[src/rtl/dual_reg_alu_pkg.sv]
package dual_reg_alu_pkg;

  typedef enum logic [1:0] {
    SRC_IN  = 2'b00,
    SRC_A   = 2'b01,
    SRC_B   = 2'b10,
    SRC_OUT = 2'b11
  } src_e;

  typedef enum logic [2:0] {
    FN_PASSA = 3'b000,
    FN_PASSB = 3'b001,
    FN_NOTA  = 3'b010,
    FN_AND   = 3'b011,
    FN_OR    = 3'b100,
    FN_ADD   = 3'b101,
    FN_SHL   = 3'b110,
    FN_SHR   = 3'b111
  } fn_e;

  localparam int NUM_REGS = 2;

  typedef struct packed {
    src_e aSrc;
    src_e bSrc;
    fn_e  fn;
    logic carryWe;
  } strobe_t;

endpackage

[src/rtl/dual_reg_alu_ctrl.sv]
module dual_reg_alu_ctrl
  import dual_reg_alu_pkg::*;
(
  input  logic [1:0] selA,
  input  logic [1:0] selB,
  input  logic [2:0] fnSel,
  output strobe_t    strobes
);

  always_comb begin
    strobes.aSrc    = src_e'(selA);
    strobes.bSrc    = src_e'(selB);
    strobes.fn      = fn_e'(fnSel);
    // flag follows the adder only when its result lands in register A
    strobes.carryWe = (fn_e'(fnSel) == FN_ADD) && (src_e'(selA) == SRC_OUT);
  end

endmodule

[src/rtl/dual_reg_alu_slot.sv]
module dual_reg_alu_slot
  import dual_reg_alu_pkg::*;
#(
  parameter int W = 4
) (
  input  logic         clk,
  input  logic         rstN,
  input  src_e         src,
  input  logic [W-1:0] inVal,
  input  logic [W-1:0] aVal,
  input  logic [W-1:0] bVal,
  input  logic [W-1:0] resVal,
  output logic [W-1:0] q
);

  logic [W-1:0] dNext;

  always_comb begin
    unique case (src)
      SRC_IN:  dNext = inVal;
      SRC_A:   dNext = aVal;
      SRC_B:   dNext = bVal;
      default: dNext = resVal;
    endcase
  end

  always_ff @(posedge clk or negedge rstN) begin
    if (!rstN) q <= '0;
    else       q <= dNext;
  end

endmodule

[src/rtl/dual_reg_alu_datapath.sv]
module dual_reg_alu_datapath
  import dual_reg_alu_pkg::*;
#(
  parameter int W = 4
) (
  input  logic         clk,
  input  logic         rstN,
  input  strobe_t      strobes,
  input  logic [W-1:0] inBus,
  input  logic         carryIn,
  output logic [W-1:0] resBus,
  output logic [W-1:0] regA,
  output logic [W-1:0] regB,
  output logic         carryQ
);

  localparam int SW = W + 1;

  logic [SW-1:0] sumWide;
  logic [W-1:0]  regArr [NUM_REGS];
  src_e          srcArr [NUM_REGS];

  assign sumWide = {1'b0, regA} + {1'b0, regB} + {{W{1'b0}}, carryIn};

  always_comb begin
    unique case (strobes.fn)
      FN_PASSA: resBus = regA;
      FN_PASSB: resBus = regB;
      FN_NOTA:  resBus = ~regA;
      FN_AND:   resBus = regA & regB;
      FN_OR:    resBus = regA | regB;
      FN_ADD:   resBus = sumWide[W-1:0];
      FN_SHL:   resBus = {regA[W-2:0], 1'b0};
      default:  resBus = {1'b0, regA[W-1:1]};
    endcase
  end

  assign srcArr[0] = strobes.aSrc;
  assign srcArr[1] = strobes.bSrc;

  for (genvar i = 0; i < NUM_REGS; i++) begin : g_slot
    dual_reg_alu_slot #(.W(W)) u_slot (
      .clk    (clk),
      .rstN   (rstN),
      .src    (srcArr[i]),
      .inVal  (inBus),
      .aVal   (regA),
      .bVal   (regB),
      .resVal (resBus),
      .q      (regArr[i])
    );
  end

  assign regA = regArr[0];
  assign regB = regArr[1];

  always_ff @(posedge clk or negedge rstN) begin
    if (!rstN)                carryQ <= 1'b0;
    else if (strobes.carryWe) carryQ <= sumWide[W];
  end

endmodule

[src/rtl/dual_reg_alu.sv]
module dual_reg_alu
  import dual_reg_alu_pkg::*;
#(
  parameter int W = 4
) (
  input  logic         clk,
  input  logic         rstN,
  input  logic [W-1:0] inBus,
  input  logic [1:0]   selA,
  input  logic [1:0]   selB,
  input  logic [2:0]   fnSel,
  input  logic         carryIn,
  output logic [W-1:0] outBus,
  output logic [W-1:0] regAOut,
  output logic [W-1:0] regBOut,
  output logic         carryOut
);

  strobe_t strobes;

  dual_reg_alu_ctrl u_ctrl (
    .selA    (selA),
    .selB    (selB),
    .fnSel   (fnSel),
    .strobes (strobes)
  );

  dual_reg_alu_datapath #(.W(W)) u_dp (
    .clk     (clk),
    .rstN    (rstN),
    .strobes (strobes),
    .inBus   (inBus),
    .carryIn (carryIn),
    .resBus  (outBus),
    .regA    (regAOut),
    .regB    (regBOut),
    .carryQ  (carryOut)
  );

endmodule

[config.mk]
export PLATFORM = sky130hd
export DESIGN_NAME = dual_reg_alu
export DESIGN_NICKNAME = d
export VERILOG_FILES = /design/src/rtl/dual_reg_alu_pkg.sv /design/src/rtl/dual_reg_alu_ctrl.sv /design/src/rtl/dual_reg_alu_slot.sv /design/src/rtl/dual_reg_alu_datapath.sv /design/src/rtl/dual_reg_alu.sv
export SDC_FILE = /design/constraint.sdc
export NUM_CORES = 1
export LEC_CHECK = 0
export ABC_CLOCK_PERIOD_IN_PS = 4630
export CORE_MARGIN = 5
export CORE_UTILIZATION = 30
export DETAILED_ROUTE_END_ITERATION = 10
export PLACE_DENSITY = 0.54
export SYNTH_ARGS = -nofsm -noshare
export SYNTH_HDL_FRONTEND = slang
export SYNTH_HIERARCHICAL = 1
export SYNTH_SLANG_ARGS = --single-unit
[constraint.sdc]
create_clock -name clk -period 4.63 [get_ports clk]
set_input_delay 0.6945 -clock clk [delete_from_list [all_inputs] [get_ports clk]]
set_output_delay 0.6945 -clock clk [all_outputs]
set_load 0.01 [all_outputs]
==> flow_metrics.env, run 1 <==
export IMPL_status="completed"
export IMPL_slew_headroom_pct=59.9
export IMPL_synth_top_cell_area_share_pct=22.3
export IMPL_grt_max_degree=21
export IMPL_cts_tree="done"
export IMPL_setup_viol=0
export IMPL_startpoint="carryIn"
export IMPL_cts_root_buf="clkbuf_4"
export IMPL_place_gp_congestion=0.756
export IMPL_rsz0062_at_grt="no"
export IMPL_cts_made_buffers=3
export IMPL_arrival_ps=3320
export IMPL_post_cts_resized=0
export IMPL_drv_cap=0
export IMPL_synth_nets=121
export IMPL_worstPathRequired_ps=3940
export IMPL_antenna_found_initial=0
export IMPL_r2r_start="u_dp/g_slot[0].u_slot/q[0]"
export IMPL_synth_largest_area_cell="dfrtp_1"
export IMPL_postCtsSetupRepairBufs=0
export IMPL_fmax_mhz=249
export IMPL_ant_nets=0
export IMPL_ys_seq_elements=9
export IMPL_cp_cell_sequence="clkdlybuf4s50_1 -> fa_1 -> inv_1 -> fa_1 -> o311a_1 -> o22ai_1 -> clkdlybuf4s50_1"
export IMPL_p_per_area_nw_per_um2=344
export IMPL_crit_slowest_cell="clkdlybuf4s50_1"
export IMPL_clk_path_buf_depth=2
export IMPL_start_kind="input port"
export IMPL_p_int_w=0.000270
export IMPL_fp_row_count=21
export IMPL_slew_violations=0
export IMPL_die_w_um=68.0
export IMPL_fin_util_pct=39.0
export IMPL_synthTopCellsByArea="dfrtp_1, mux4_1, ha_1"
export IMPL_drive_gt1_share_pct=6.03
export IMPL_period_needed_ps=4020
export IMPL_floorplan_initialDensity_pct=30.7
export IMPL_drc=0
export IMPL_vias_per_cell=5.05
export IMPL_die_area_um2=4620
export IMPL_clk_pin_slew_ps=50
export IMPL_yosysUniqueCellTypes=31
export IMPL_clock_latency_ps=250
export IMPL_leakage_nw=0.561
export IMPL_max_stage_delay_ps=610
export IMPL_worstHoldStart="u_dp/carryQ"
export IMPL_drtPass1Iterations=4
export IMPL_hold_class="flop to flop"
export IMPL_coreArea_um2=3280
export IMPL_dp_hpwl_um=1840
export IMPL_drt_iter0_drc=61
export IMPL_hold_ws_ps=561
export IMPL_io_buffer_count=26
export IMPL_p_clk_share_pct=12.8
export IMPL_drt_wl_total_um=2430
export IMPL_yosys_warnings=6
export IMPL_endpoint_kind="primary output"
export IMPL_setup_worst_path_class="input port to primary output"
export IMPL_area_growth_pct=27.0
export IMPL_grt_pass1_vias=753
export IMPL_grt_pass1_wl_um=3880
export IMPL_synthesis_area_um2=1010
export IMPL_yosysSeqAreaShare_pct=22.3
export IMPL_ctsHtreeMaxLevel=1
export IMPL_die_y_um=68.0
export IMPL_hold_viol_final=0
export IMPL_tightestPinTransition_ps=599
export IMPL_syn_inst=97
export IMPL_p_sw_w=0.000171
export IMPL_wire_per_inst_um=15.0
export IMPL_post_synth_cell_area_avg_um2=10.4
export IMPL_p_sw_share_pct=38.8
export IMPL_cts_hold_buf=0
export IMPL_num_vias=818
export IMPL_peakVddDrop_uv=168
export IMPL_cts_sinks=9
export IMPL_grt_total_usage_pct=11.2
export IMPL_tns_ps=0
export IMPL_diodes=0
export IMPL_skew_ps=1.15
export IMPL_p_seq_share_pct=30.9
export IMPL_n_fill_cell=329
export IMPL_min_period_over_period_pct=86.8
export IMPL_pwr_share_comb_pct=56.3
export IMPL_overflow=0
export IMPL_io_pins=27
export IMPL_nets=141
export IMPL_critPathMaxFanout=3
## metal layers
layer  global-route usage [%]  share of wire [%]
met2                     16.5                 46
met3                     2.63                3.8
met4                     1.49                  0
met5                        0                  0
met1                     17.0                 50
## final timing paths
path | end | slack, ps | cells past startpoint
hold / removal | u_dp/carryQ | 560 | 2
setup reg to reg | u_dp/g_slot[1].u_slot/q[1] | 2200 | 6
min in group asynchronous | u_dp/g_slot[1].u_slot/q[1] | 730 | 1
hold reg to reg | u_dp/carryQ | 560 | 2
setup / recovery | outBus[1] | 610 | 7
max in group asynchronous | u_dp/carryQ | 3620 | 1
## per-stage QoR
stage                     cell area (um^2)  instances  power (W)  worst slack, ps
final                                 1280        162   0.000441              612
after global routing                  1280        162   0.000485              470
after CTS                             1280        162   0.000446              609
after detailed placement              1250        158   0.000386              628
after global placement                1250        158   0.000386              654
after floorplan                       1010         97   0.000279             1730
## logic make-up (layout without fill, tap and decap cells)
kind of cell | after synthesis | after routing | synth area share [%]
compound gates | 23 | 23 | 15.8
buf+inv | 23 | 42 | 11.5
simple gates | 17 | 17 | 8.44
mux | 15 | 15 | 28.0
fa+ha+maj | 10 | 10 | 13.9
flops | 9 | 9 | 22.3
## sequential cells by signal (all words and copies together) (netlist names)
register	flops
u_dp/carryQ	1
u_dp/g_slot.u_slot/q	8
## cells in the mapped netlist, drive strengths merged
master and number:
inv 12, buf 10, dfrtp 9, ha 8, mux4 8, a21oi 6, mux2i 5, nor2 5
o21ai 4, nand2 3, nor3 3, a211oi 2, a311oi 2, fa 2, mux2 2, nor2b 2
o211a 2, a21o 1, a31oi 1, a32oi 1, a41oi 1, clkbuf 1, nand3 1, nand4 1
nand4b 1, o22ai 1, o311a 1, o32ai 1, or4 1
## critical path: cells and delay by family
| family | cells | cell delay [ps] |
|---|---|---|
| buffers and inverters | 3 | 1130 |
| AOI/OAI and AO/OA | 2 | 620 |
| adders and majority gates | 2 | 890 |
## cells in the final DEF, fill, tap and decap left out, drive strengths merged
cell,synthesis,layout
a211oi,2,2
a21o,1,1
a21oi,6,6
a311oi,2,2
a31oi,1,1
a32oi,1,1
a41oi,1,1
clkbuf,1,4
clkdlybuf4s50,0,26
dfrtp,9,9
fa,2,2
ha,8,8
inv,12,12
mux2,2,2
mux2i,5,5
mux4,8,8
nand2,3,3
nand3,1,1
nand4,1,1
nand4b,1,1
nor2,5,5
nor2b,2,2
nor3,3,3
o211a,2,2
o21ai,4,4
o22ai,1,1
o311a,1,1
o32ai,1,1
or4,1,1
## power by group through the flow
| stage | logic, W | clock network, W | registers, W |
|---|---|---|---|
| floorplan | 0.000144 | 0 | 0.000135 |
| finish | 0.000248 | 0.0000564 | 0.000136 |
| global placement | 0.000248 | 0 | 0.000138 |
| global route | 0.000278 | 0.0000654 | 0.000141 |
| CTS | 0.000250 | 0.0000596 | 0.000136 |
| detailed placement | 0.000248 | 0 | 0.000138 |
## layout make-up
cell class / instances / area, um^2 / area share [%]
clock buffer: 4 / 26.3 / 2.05
tap: 46 / 57.6 / 4.49
multi-input combinational: 65 / 667 / 52.1
inverter: 12 / 45.0 / 3.52
timing repair buffer: 26 / 260 / 20.3
sequential: 9 / 225 / 17.6
No activity file was read; power rests on OpenSTA's default activity.
==> inputs of run 2 (changes only) <==
--- a/config.mk
+++ b/config.mk
@@ -5,11 +5,13 @@
 export SDC_FILE = /design/constraint.sdc
 export NUM_CORES = 1
 export LEC_CHECK = 0
-export ABC_CLOCK_PERIOD_IN_PS = 4630
+export ABC_CLOCK_PERIOD_IN_PS = 3550
+export CORE_ASPECT_RATIO = 2
 export CORE_MARGIN = 5
 export CORE_UTILIZATION = 30
 export DETAILED_ROUTE_END_ITERATION = 10
-export PLACE_DENSITY = 0.54
+export PLACE_DENSITY = 0.56
+export REMOVE_ABC_BUFFERS = 1
 export SYNTH_ARGS = -nofsm -noshare
 export SYNTH_HDL_FRONTEND = slang
 export SYNTH_HIERARCHICAL = 1
==> constraint.sdc (replaced) <==
create_clock -name clk -period 3.55 [get_ports clk]
set_input_delay 0.5325 -clock clk [delete_from_list [all_inputs] [get_ports clk]]
set_output_delay 0.5325 -clock clk [all_outputs]
set_load 0.01 [all_outputs]
==> run 2 against run 1 <==
  * Worst hold slack worse by 6.9 ps
  * Cell area up 3.6%
  * Flip-flop and latch count unchanged
  * Clock power up 100%
  * Non-clock buffer count up 5
  * Worst setup slack worse by 450 ps
==> flow_metrics.env, run 2 (same netlist as run 1, synthesis figures left out) <==
export IMPL_status="completed"
export IMPL_die_area_um2=4690
export IMPL_endpoint_kind="primary output"
export IMPL_drtPass1Iterations=4
export IMPL_drt_iter0_drc=12
export IMPL_die_y_um=92.0
export IMPL_tightestPinTransition_ps=422
export IMPL_grt_total_usage_pct=12.5
export IMPL_grt_pass1_wl_um=4580
export IMPL_start_kind="input port"
export IMPL_layout_area_seq_um2=225
export IMPL_ctsHtreeMaxLevel=1
export IMPL_top_regs="u_dp/g_slot.u_slot/q x8, u_dp/carryQ x1"
export IMPL_setup_viol=0
export IMPL_floorplan_initialDensity_pct=31.6
export IMPL_setup_worst_path_class="input port to primary output"
export IMPL_cts_tree="done"
export IMPL_io_pins=27
export IMPL_cts_hold_buf=0
export IMPL_worstPathRequired_ps=3020
export IMPL_final_cell_mix="clkdlybuf4s50_1, inv_1, dfrtp_1"
export IMPL_overflow=0
export IMPL_io_buffer_count=26
export IMPL_slew_headroom_pct=71.8
export IMPL_n_fill_cell=323
export IMPL_num_vias=862
export IMPL_skew_ps=0.674
export IMPL_fp_row_count=29
export IMPL_fmax_mhz=295
export IMPL_grt_max_degree=12
export IMPL_clk_pin_slew_ps=40
export IMPL_hold_viol_final=0
export IMPL_drt_wl_total_um=2750
export IMPL_antenna_found_initial=0
export IMPL_p_clk_share_pct=18.0
export IMPL_coreArea_um2=3190
export IMPL_clk_path_buf_depth=2
export IMPL_p_per_area_nw_per_um2=475
export IMPL_p_seq_share_pct=28.1
export IMPL_cts_made_buffers=3
export IMPL_multi_input_area_um2=674
export IMPL_pwr_share_comb_pct=53.9
export IMPL_hold_depth=2
export IMPL_wire_per_inst_um=18.1
export IMPL_p_sw_w=0.000235
export IMPL_final_common_cell="clkdlybuf4s50_1"
export IMPL_peakVddDrop_uv=185
export IMPL_area_growth_pct=31.6
export IMPL_postCtsSetupRepairBufs=0
export IMPL_vias_per_cell=5.67
export IMPL_r2r_cells=9
export IMPL_cts_root_buf="clkbuf_8"
export IMPL_fin_ws_ps=161
export IMPL_drive_gt1_share_pct=10.7
export IMPL_leakage_nw=0.605
export IMPL_rsz0062_at_grt="no"
export IMPL_dp_hpwl_um=2290
export IMPL_nets=146
export IMPL_grt_pass1_vias=955
export IMPL_min_period_over_period_pct=95.5
export IMPL_top_register="u_dp/g_slot.u_slot/q"
export IMPL_critPathMaxFanout=3
export IMPL_clock_latency_ps=220
export IMPL_drv_cap=0
export IMPL_drc=0
export IMPL_cts_sinks=9
export IMPL_fin_util_pct=41.6
export IMPL_p_sw_share_pct=37.3
export IMPL_largest_reg_flops=8
export IMPL_diodes=0
export IMPL_p_int_w=0.000395
export IMPL_hold_class="flop to flop"
export IMPL_dpl_worst_slack_ps=-78.7
export IMPL_ant_nets=0
export IMPL_slew_violations=0
export IMPL_arrival_ps=2860
export IMPL_place_gp_congestion=0.770
export IMPL_period_needed_ps=3390
export IMPL_die_w_um=51.0
## run 2: cell types whose count changed in the layout (fill, tap and decap cells not counted), sizes merged
cell           delta
buf               +5
clkdlybuf4s50     -2
dlygate4sd2       +1
dlymetal6s2s      +1
## run 2: path summary, 6_finish.rpt
kind	start	endpoint	slack, ps
setup / recovery	carryIn	outBus[3]	160
hold / removal	u_dp/carryQ	u_dp/carryQ	550
setup reg to reg	u_dp/g_slot[0].u_slot/q[0]	u_dp/g_slot[1].u_slot/q[2]	1090
hold reg to reg	u_dp/carryQ	u_dp/carryQ	550
max in group asynchronous	rstN	u_dp/g_slot[1].u_slot/q[1]	2680
min in group asynchronous	rstN	u_dp/g_slot[0].u_slot/q[2]	600
## run 2: metal layers
layer  wire [um]  track usage [%]  up-vias
met1         975             12.8      429
met3          87             1.30        7
met5           0                0        -
li1            -                -      408
met2        1570             23.2       18
met4         114             6.82        0
## run 2: critical path: stages
cell             delay [ps]
clkdlybuf4s50_1         440
fa_1                    460
a21o_1                  190
a21oi_1                 190
nand4b_1                130
a32oi_1                 300
clkdlybuf4s50_1         600
## run 2: final cells by class
| cell class | count | share of cell area [%] |
|---|---|---|
| Timing Repair Buffer | 31 | 22.5 |
| Multi-Input combinational cell | 65 | 50.8 |
| Tap cell | 31 | 2.92 |
| Clock buffer | 4 | 3.39 |
| Sequential cell | 9 | 17.0 |
| Inverter | 12 | 3.39 |
## run 2: power by group through the flow
stage / clock, W / combinational, W / sequential (W)
finish: 0.000113 / 0.000340 / 0.000177
floorplan: 0 / 0.000174 / 0.000176
global placement: 0 / 0.000334 / 0.000177
global route: 0.000128 / 0.000376 / 0.000183
CTS: 0.000118 / 0.000346 / 0.000178
detailed placement: 0 / 0.000344 / 0.000178
## run 2: metrics by stage
step	power, W	hold WS [ps]	area [um^2]	cells	TNS [ps]
floorplan	0.000350	237	937	86	0
global placement	0.000511	552	1270	148	-10.1
detailed placement	0.000522	558	1270	148	-138
CTS	0.000641	567	1330	152	0
global route	0.000687	617	1330	152	0
finish	0.000630	554	1330	152	0
## run 2: what timing repair did
action | 4_1_cts | 5_1_grt
endpoints found under the setup margin | 2 | 1
hold endpoints to repair | 0 | 0
gates resized for setup | 2 | 1
==> inputs of run 3 (changes only) <==
--- a/config.mk
+++ b/config.mk
@@ -12,6 +12,7 @@
 export DETAILED_ROUTE_END_ITERATION = 10
 export PLACE_DENSITY = 0.56
 export REMOVE_ABC_BUFFERS = 1
+export SETUP_SLACK_MARGIN = 0.2
 export SYNTH_ARGS = -nofsm -noshare
 export SYNTH_HDL_FRONTEND = slang
 export SYNTH_HIERARCHICAL = 1
==> run 3 against run 2 <==
  * Total power fell by 0.14%
  * Core utilization is essentially flat
  * Non-clock buffer count did not move
  * Sequential power about the same
  * Highest routed layer unchanged
  * Clock skew barely moved
  * Flip-flop and latch count stayed put
  * Critical endpoint is now outBus[2]
  * Routed wire length increased by 0.55%
  * First-iteration DRC count up 8.3%
  * Fmax grew 4.7%
  * Cell area about the same
==> flow_metrics.env, run 3 (same netlist as run 1, synthesis figures left out) <==
export IMPL_status="completed"
export IMPL_top_register="u_dp/g_slot.u_slot/q"
export IMPL_floorplan_initialDensity_pct=31.6
export IMPL_skew_ps=0.389
export IMPL_setup_worst_path_class="input port to primary output"
export IMPL_drtPass1Iterations=4
export IMPL_vias_per_cell=5.66
export IMPL_overflow=0
export IMPL_grt_max_degree=12
export IMPL_worstPathRequired_ps=3020
export IMPL_slew_violations=0
export IMPL_fp_row_count=29
export IMPL_grt_pass1_wl_um=4580
export IMPL_endpoint_kind="primary output"
export IMPL_cts_sinks=9
export IMPL_clock_latency_ps=220
export IMPL_largest_reg_flops=8
export IMPL_die_w_um=51.0
export IMPL_tightestPinTransition_ps=422
export IMPL_coreArea_um2=3190
export IMPL_n_fill_cell=324
export IMPL_critPathMaxFanout=2
export IMPL_leakage_nw=0.599
export IMPL_drv_cap=0
export IMPL_peakVddDrop_uv=185
export IMPL_area_growth_pct=31.5
export IMPL_ctsHtreeMaxLevel=1
export IMPL_grt_pass1_vias=955
export IMPL_drc=0
export IMPL_ff2ff_setup_slack_ps=1090
export IMPL_tns_ps=0
export IMPL_die_area_um2=4690
export IMPL_final_common_cell="clkdlybuf4s50_1"
export IMPL_arrival_ps=2700
export IMPL_p_per_area_nw_per_um2=475
export IMPL_io_pins=27
export IMPL_drive_gt1_share_pct=12.4
export IMPL_setup_viol=0
export IMPL_min_period_over_period_pct=91.2
export IMPL_dp_hpwl_um=2290
export IMPL_cts_root_buf="clkbuf_8"
export IMPL_drt_wl_total_um=2770
export IMPL_nets=146
export IMPL_rsz0062_at_grt="no"
export IMPL_period_needed_ps=3240
export IMPL_num_vias=861
export IMPL_ant_nets=0
export IMPL_place_gp_congestion=0.770
export IMPL_layout_area_seq_um2=225
export IMPL_top_regs="u_dp/g_slot.u_slot/q x8, u_dp/carryQ x1"
export IMPL_postCtsSetupRepairBufs=0
export IMPL_final_cell_mix="clkdlybuf4s50_1, inv_1, dfrtp_1"
export IMPL_grt_total_usage_pct=12.5
export IMPL_drt_iter0_drc=13
export IMPL_die_y_um=92.0
export IMPL_diodes=0
export IMPL_fmax_mhz=309
export IMPL_dp_cells=148
export IMPL_fin_cells=152
export IMPL_cts_made_buffers=3
export IMPL_antenna_found_initial=0
export IMPL_clk_path_buf_depth=2
export IMPL_fin_util_pct=41.5
export IMPL_hold_viol_final=0
export IMPL_cts_tree="done"
export IMPL_clk_pin_slew_ps=40
export IMPL_hold_class="flop to flop"
export IMPL_io_buffer_count=26
export IMPL_multi_input_area_um2=682
export IMPL_slew_headroom_pct=71.8
export IMPL_start_kind="input port"
export IMPL_wire_per_inst_um=18.2
## run 3: changes by cell type in the layout (fill, tap and decap cells not counted)
| cell | before | now |
|---|---|---|
| a32oi_1 | 1 | 0 |
| clkdlybuf4s50_1 | 24 | 23 |
| dlygate4sd2_1 | 1 | 2 |
| clkbuf_2 | 0 | 1 |
| a32oi_2 | 0 | 1 |
| dlymetal6s2s_1 | 1 | 0 |
## run 3: power breakdown
group          leakage [nW]  internal (W)  switching (W)
logic                 0.471      0.000185       0.000154
clock network        0.0228     0.0000778      0.0000354
registers             0.105      0.000129      0.0000477
## run 3: path summary, 6_finish.rpt
| check | cells past startpoint | endpoint | start |
|---|---|---|---|
| max | 9 | outBus[2] | carryIn |
| min | 2 | u_dp/carryQ | u_dp/carryQ |
| max reg2reg | 9 | u_dp/g_slot[1].u_slot/q[2] | u_dp/g_slot[0].u_slot/q[0] |
| min reg2reg | 2 | u_dp/carryQ | u_dp/carryQ |
| max in group asynchronous | 1 | u_dp/carryQ | rstN |
| min in group asynchronous | 1 | u_dp/g_slot[0].u_slot/q[0] | rstN |
## run 3: layout make-up
class	instances	share of cell area, %
timing repair buffer	31	21.9
inverter	12	3.40
clock buffer	4	3.40
multi-input combinational	65	51.4
sequential	9	17.0
tap	31	2.92
## run 3: per-layer routing
metal / routed length, um / track usage (%)
met3: 82 / 1.30
met4: 114 / 6.82
met1: 983 / 12.8
met5: 0 / 0
met2: 1580 / 23.2
## run 3: metrics by stage
stage | hold slack [ps] | setup slack [ps] | total power (W) | area (um^2)
after detailed placement | 558 | -78.7 | 0.000522 | 1270
after floorplan | 237 | 972 | 0.000350 | 937
after global routing | 617 | 208 | 0.000686 | 1330
after CTS | 567 | 206 | 0.000640 | 1330
final | 555 | 313 | 0.000629 | 1330
after global placement | 552 | -10.1 | 0.000511 | 1270
## run 3: worst max-delay path, cell delays in order
cell and delay [ps]:
clkdlybuf4s50_1 500, fa_1 220, inv_1 70, fa_1 400
nor2b_1 150, nor3_1 190, a21oi_1 70, o32ai_2 260
dlygate4sd2_1 310
## run 3: what timing repair did
action,4_1_cts,5_1_grt
hold buffers,0,0
gates resized for setup,5,2
endpoints found under the setup margin,3,1
hold endpoints to repair,0,0
